[src/rtl/hbus_pkg.sv]
package hbus_pkg;
  typedef enum logic {
    MODE_ASYNC = 1'b0,
    MODE_SYNC  = 1'b1
  } hbus_mode_e;
endpackage

[src/rtl/hbus_sync.sv]
module hbus_sync #(
  parameter int          W       = 1,
  parameter int          STAGES  = 2,
  parameter logic [W-1:0] RST_VAL = '0
) (
  input  logic         clk_i,
  input  logic         rst_ni,
  input  logic [W-1:0] d_i,
  output logic [W-1:0] q_o
);
  localparam int CW = STAGES * W;

  logic [CW-1:0] chain_q;

  always_ff @(posedge clk_i or negedge rst_ni) begin
    if (!rst_ni) chain_q <= {STAGES{RST_VAL}};
    else         chain_q <= {chain_q[CW-W-1:0], d_i};
  end

  assign q_o = chain_q[CW-1 -: W];
endmodule

[src/rtl/hbus_front.sv]
module hbus_front
  import hbus_pkg::*;
#(
  parameter int AW          = 21,
  parameter int DW          = 16,
  parameter int SYNC_STAGES = 2
) (
  input  logic          clk_i,
  input  logic          rst_ni,
  input  hbus_mode_e    mode_i,
  input  logic          cs_ni,
  input  logic          as_ni,
  input  logic          rw_i,
  input  logic          ds_ni,
  input  logic [AW-1:0] addr_i,
  input  logic [DW-1:0] data_i,
  output logic          start_o,
  output logic          rd_o,
  output logic [AW-1:0] addr_o,
  output logic [DW-1:0] wdata_o,
  output logic          ds_rel_o
);
  localparam int NCTL = 4;

  logic [NCTL-1:0] ctl_raw, ctl_syn;
  logic            cs_s, as_s, ds_s, rw_s;
  logic            ds_d_q;
  logic [AW-1:0]   addr_hold_q;
  logic            go, go_rd;
  logic [AW-1:0]   go_addr;
  logic            start_q, rd_q;
  logic [AW-1:0]   addr_q;
  logic [DW-1:0]   wdata_q;

  assign ctl_raw = {rw_i, ds_ni, as_ni, cs_ni};

  hbus_sync #(
    .W      (NCTL),
    .STAGES (SYNC_STAGES),
    .RST_VAL({NCTL{1'b1}})
  ) u_ctl_sync (
    .clk_i (clk_i),
    .rst_ni(rst_ni),
    .d_i   (ctl_raw),
    .q_o   (ctl_syn)
  );

  assign cs_s = ctl_syn[0];
  assign as_s = ctl_syn[1];
  assign ds_s = ctl_syn[2];
  assign rw_s = ctl_syn[3];

  // flop-based transparent hold: follows the bus while the strobe is low
  always_ff @(posedge clk_i or negedge rst_ni) begin
    if (!rst_ni) begin
      ds_d_q      <= 1'b1;
      addr_hold_q <= '0;
    end else begin
      ds_d_q <= ds_s;
      if (!as_ni) addr_hold_q <= addr_i;
    end
  end

  always_comb begin
    if (mode_i == MODE_SYNC) begin
      go      = ~as_ni & ~cs_ni;
      go_rd   = rw_i;
      go_addr = addr_i;
    end else begin
      go      = ds_d_q & ~ds_s & ~as_s & ~cs_s;
      go_rd   = rw_s;
      go_addr = addr_hold_q;
    end
  end

  always_ff @(posedge clk_i or negedge rst_ni) begin
    if (!rst_ni) begin
      start_q <= 1'b0;
      rd_q    <= 1'b0;
      addr_q  <= '0;
      wdata_q <= '0;
    end else begin
      start_q <= go;
      if (go) begin
        rd_q    <= go_rd;
        addr_q  <= go_addr;
        wdata_q <= data_i;
      end
    end
  end

  assign start_o  = start_q;
  assign rd_o     = rd_q;
  assign addr_o   = addr_q;
  assign wdata_o  = wdata_q;
  assign ds_rel_o = ds_s;
endmodule

[src/rtl/hbus_regbank.sv]
module hbus_regbank #(
  parameter int AW   = 21,
  parameter int DW   = 16,
  parameter int NREG = 8
) (
  input  logic          clk_i,
  input  logic          rst_ni,
  input  logic          wr_i,
  input  logic [AW-1:0] addr_i,
  input  logic [DW-1:0] wdata_i,
  output logic [DW-1:0] rdata_o
);
  localparam int FW = NREG * DW;

  logic [FW-1:0] bank_flat;

  for (genvar i = 0; i < NREG; i++) begin : g_reg
    logic [DW-1:0] val_q;
    logic          hit;

    assign hit = (addr_i == AW'(i));

    always_ff @(posedge clk_i or negedge rst_ni) begin
      if (!rst_ni)         val_q <= '0;
      else if (wr_i && hit) val_q <= wdata_i;
    end

    assign bank_flat[i*DW +: DW] = val_q;
  end

  always_comb begin
    rdata_o = '0;
    for (int i = 0; i < NREG; i++) begin
      if (addr_i == AW'(i)) rdata_o = bank_flat[i*DW +: DW];
    end
  end
endmodule

[src/rtl/hbus_resp.sv]
module hbus_resp
  import hbus_pkg::*;
#(
  parameter int DW = 16
) (
  input  logic          clk_i,
  input  logic          rst_ni,
  input  hbus_mode_e    mode_i,
  input  logic          start_i,
  input  logic          rd_i,
  input  logic [DW-1:0] rdata_i,
  input  logic          ds_rel_i,
  output logic          ack_no,
  output logic          data_oe_o,
  output logic [DW-1:0] data_o
);
  logic          ack_q, oe_q;
  logic [DW-1:0] rdata_q;
  logic          release_now;

  assign release_now = (mode_i == MODE_SYNC) | ds_rel_i;

  always_ff @(posedge clk_i or negedge rst_ni) begin
    if (!rst_ni) begin
      ack_q   <= 1'b0;
      oe_q    <= 1'b0;
      rdata_q <= '0;
    end else if (start_i) begin
      ack_q   <= 1'b1;
      oe_q    <= rd_i;
      rdata_q <= rd_i ? rdata_i : '0;
    end else if (ack_q && release_now) begin
      ack_q <= 1'b0;
      oe_q  <= 1'b0;
    end
  end

  assign ack_no    = ~ack_q;
  assign data_oe_o = oe_q;
  assign data_o    = oe_q ? rdata_q : '0;
endmodule

[src/rtl/hbus_slave.sv]
module hbus_slave
  import hbus_pkg::*;
#(
  parameter int AW          = 21,
  parameter int DW          = 16,
  parameter int NREG        = 8,
  parameter int SYNC_STAGES = 2
) (
  input  logic          clk_i,
  input  logic          rst_ni,
  input  logic          sync_mode_i,
  input  logic          cs_ni,
  input  logic          as_ni,
  input  logic          rw_i,
  input  logic          ds_ni,
  input  logic [AW-1:0] addr_i,
  input  logic [DW-1:0] data_i,
  output logic [DW-1:0] data_o,
  output logic          data_oe_o,
  output logic          ack_no,
  output logic          req_wr_o,
  output logic          req_rd_o,
  output logic [AW-1:0] req_addr_o,
  output logic [DW-1:0] req_wdata_o
);
  hbus_mode_e    mode;
  logic          start, rd;
  logic [AW-1:0] acc_addr;
  logic [DW-1:0] acc_wdata, bank_rdata;
  logic          ds_rel;

  assign mode = hbus_mode_e'(sync_mode_i);

  hbus_front #(
    .AW         (AW),
    .DW         (DW),
    .SYNC_STAGES(SYNC_STAGES)
  ) u_front (
    .clk_i   (clk_i),
    .rst_ni  (rst_ni),
    .mode_i  (mode),
    .cs_ni   (cs_ni),
    .as_ni   (as_ni),
    .rw_i    (rw_i),
    .ds_ni   (ds_ni),
    .addr_i  (addr_i),
    .data_i  (data_i),
    .start_o (start),
    .rd_o    (rd),
    .addr_o  (acc_addr),
    .wdata_o (acc_wdata),
    .ds_rel_o(ds_rel)
  );

  hbus_regbank #(
    .AW  (AW),
    .DW  (DW),
    .NREG(NREG)
  ) u_bank (
    .clk_i  (clk_i),
    .rst_ni (rst_ni),
    .wr_i   (start & ~rd),
    .addr_i (acc_addr),
    .wdata_i(acc_wdata),
    .rdata_o(bank_rdata)
  );

  hbus_resp #(
    .DW(DW)
  ) u_resp (
    .clk_i    (clk_i),
    .rst_ni   (rst_ni),
    .mode_i   (mode),
    .start_i  (start),
    .rd_i     (rd),
    .rdata_i  (bank_rdata),
    .ds_rel_i (ds_rel),
    .ack_no   (ack_no),
    .data_oe_o(data_oe_o),
    .data_o   (data_o)
  );

  assign req_wr_o    = start & ~rd;
  assign req_rd_o    = start & rd;
  assign req_addr_o  = acc_addr;
  assign req_wdata_o = acc_wdata;
endmodule

[config.mk]
export PLATFORM = sky130hd
export DESIGN_NAME = hbus_slave
export DESIGN_NICKNAME = d
export VERILOG_FILES = /design/src/rtl/hbus_pkg.sv /design/src/rtl/hbus_sync.sv /design/src/rtl/hbus_front.sv /design/src/rtl/hbus_regbank.sv /design/src/rtl/hbus_resp.sv /design/src/rtl/hbus_slave.sv
export SDC_FILE = /design/constraint.sdc
export NUM_CORES = 1
export LEC_CHECK = 0
export ABC_AREA = 1
export ABC_CLOCK_PERIOD_IN_PS = 4400
export BUFFER_PORTS_ARGS = -buffer_cell sky130_fd_sc_hd__buf_2
export CAP_MARGIN = 0
export CORE_MARGIN = 5
export CORE_UTILIZATION = 57
export CTS_CLUSTER_DIAMETER = 120
export DETAILED_ROUTE_END_ITERATION = 8
export GPL_TIMING_DRIVEN = 1
export PLACE_DENSITY = 0.78
export SLEW_MARGIN = 20
export SYNTH_ARGS = -nofsm -noshare
export SYNTH_HDL_FRONTEND = slang
export SYNTH_SLANG_ARGS = --single-unit
[constraint.sdc]
create_clock -name clk_i -period 4.4 [get_ports clk_i]
set_input_delay 0 -clock clk_i [delete_from_list [all_inputs] [get_ports clk_i]]
set_output_delay 0 -clock clk_i [all_outputs]
set_load 0.005 [all_outputs]
==> metrics.csv <==
metric,value,unit
max_freq,362,MHz
antenna_found_initial,0,
path_buf_inv,1,
cp_top_family,simple AND/OR/NAND/NOR gates,
die_w,138,um
yosysWarningCount,0,
synth_cells,1128,
leakage,5.42,nW
nNetsFinal,1287,
drt_iter0_drc,589,
post_drt_wl_per_cell,15.3,um
root_buffer,clkbuf_16,
final_area,11100,sq um
final_layout_size_suffix_gt1_share,13.4,%
netlist.area_leader.share,54.8,%
ant_nets,0,
finalSetupTns,0,ns
path_common_cell,nand2_1,
setup_viol,0,
port_buffers,100,
slowest_delay,0.68,ns
dieArea,19200,sq um
cts_resized,0,
dpl_cell_area,9980,sq um
final.period_utilization,62.8,%
worstPathRequired,4.79,ns
vias,7812,
worstPathCellList,"nor2_1, nand2_1, nor2_4, nand2_4, nor3_4, buf_4, nand2_1, o21ai_1",
cellPowerDensity,398,nW/um^2
synthDistinctLibCells,25,
boundaryPins,101,
clock-sinks,215,
grt_overflow,0,
grt_pass1_wl,37400,um
synth_area_leader_cell,dfrtp_1,
area_delta_synth_final,18.4,%
coreArea,16400,sq um
grt_pass1_vias,7457,
path_clk_slew,0.06,ns
grt_max_degree,130,
htreeDepth,1,
rsz0062_at_grt,false,
rows,47,
synth-seq-cells,215,
start_util,57.3,%
critical_path_arrival,3.15,ns
peakVddDrop,0.000346,V
cap_violations,0,
path_class,reg -> reg,
hold_violations,0,
postCtsSetupRepairBufs,0,
outcome,"complete, no violations",
insertion_delay,0.52,ns
num_antenna_cells,0,
cts_buffers,23,
final_max_slew_viol_count,0,
tritoncts,done,
slowest_stage,nand2_1,
post-dp-hpwl,14200,um
die_h,138,um
cts_hold_buf,42,
final.min_clock_period,2.76,ns
crit_fanout,33,
hp-class,in -> reg,
detail_route.first_pass.iterations,8,
endpoint_kind,flop,
relSlewSlack,32.3,%
postSynthAreaPerCell,8.34,sq um
critPathLaunchType,flop,
grt_use_total,23.5,%
wl,22600,um
ys_top_cells_by_area,"dfrtp_1 (55%), nand2_1 (13%), o21ai_0 (8.2%)",
ys_seq_area_share,57.3,%
gp_congestion,0.842,
syn_nets,1172,
netlist_area,9400,sq um
fin_skew,0.0230,ns
post_drt_via_cell_ratio,5.29,
worst_pin_slew,1.01,ns
ctsLongestPathBuffers,3,
drc_errors,0,
==> cells in the final DEF (no fill, tap or decap), types with 2 or more instances in the layout <==
master,count
buf_2,99
nand4_1,17
nand3_1,27
clkbuf_1,6
inv_1,112
nor3_1,3
clkinv_2,3
o211ai_1,8
nor2_4,7
dfstp_2,9
clkbuf_8,5
nand2_1,334
dfrtp_1,206
nor2_2,4
dlygate4sd3_1,42
o21ai_0,154
a21oi_1,64
o21ai_1,32
inv_2,4
buf_4,3
clkbuf_16,23
nor2_1,82
nand2_2,2
==> cell families after synthesis <==
logic type | Yosys count | share of synthesized area (%)
multiplexers | 1 | 0.106
AO/OA/AOI/OAI | 259 | 14.1
AND/OR/NAND/NOR | 480 | 21.0
flip-flops | 215 | 57.3
buffers and inverters | 173 | 7.42
==> cell type report <==
class / count / area, sq um
inverters: 116 / 435
repair buffers: 147 / 985
clock buffers: 34 / 667
flip-flops and latches: 215 / 5390
clock inverters: 5 / 53.8
multi-input cells: 740 / 3330
fillers: 1322 / 5270
well taps: 220 / 275
==> metrics by stage <==
step	worst slack [ns]	power [mW]	utilization, %	std cells	hold slack (ns)
after floorplan	2.73	2.35	-	1128	-0.296
after global placement	1.80	2.57	60.8	1395	0.107
after detailed placement	1.72	2.58	60.8	1395	0.106
after CTS	1.67	4.46	67.8	1476	0.109
after global routing	1.37	4.60	67.9	1477	0.130
final	1.64	4.44	67.9	1477	0.127
==> Yosys cell counts, drive strengths merged <==
| master | count |
|---|---|
| dfrtp | 206 |
| a21oi | 64 |
| clkbuf | 35 |
| nand2 | 337 |
| nor2 | 93 |
| mux2i | 1 |
| buf | 22 |
| inv | 116 |
| dfstp | 9 |
| nand4 | 17 |
| o41ai | 1 |
| nand3 | 28 |
| o21ai | 186 |
| o211ai | 8 |
| nor3 | 5 |
==> where the power goes <==
part | internal (mW) | switching, mW | total [mW]
combinational | 0.143 | 0.292 | 0.435
clock | 1.10 | 0.760 | 1.86
sequential | 2.07 | 0.0672 | 2.14
==> worst reg2reg max path, stage by stage, from the launching register on <==
cell     delay, ns
dfrtp_1       0.40
nor2_1        0.17
nand2_1       0.11
nor2_4        0.21
nand2_4       0.17
nor3_4        0.13
buf_4         0.35
nand2_1       0.70
o21ai_1       0.40
==> state kept, by name, summed over array words and instances (netlist names) <==
signal	flops
u_front.addr_o	21
u_resp.data_oe_o	1
u_front.wdata_o	16
u_front.rd_o	1
u_front.start_o	1
u_resp.ack_q	1
u_front.u_ctl_sync.chain_q	8
u_front.ds_d_q	1
u_bank.g.val_q	128
u_resp.rdata_q	16
u_front.addr_hold_q	21
==> worst paths after layout <==
path	start	to	slack (ns)	cells after the start
min in group asynchronous	rst_ni	u_bank.g_reg[2].val_q[5]$_DFFE_PN0P_	0.22	2
worst min register to register	u_front.u_ctl_sync.chain_q[2]$_DFF_PN1_	u_front.u_ctl_sync.chain_q[6]$_DFF_PN1_	0.35	0
worst max register to register	u_front.addr_o[11]$_DFFE_PN0P_	u_bank.g_reg[7].val_q[8]$_DFFE_PN0P_	1.64	8
worst min-delay path	ds_ni	u_front.u_ctl_sync.chain_q[2]$_DFF_PN1_	0.13	2
max in group asynchronous	rst_ni	u_front.u_ctl_sync.chain_q[0]$_DFF_PN1_	3.18	3
worst max-delay path	u_front.addr_o[11]$_DFFE_PN0P_	u_bank.g_reg[7].val_q[8]$_DFFE_PN0P_	1.64	8
==> routing by layer <==
metal,wire length (um),vias up,track usage [%]
li1,-,3816,-
met1,9190,3687,30.9
met2,11100,262,39.6
met3,1700,47,5.32
met4,641,0,6.50
met5,0,-,0
Power figures use the tool's default switching activity.
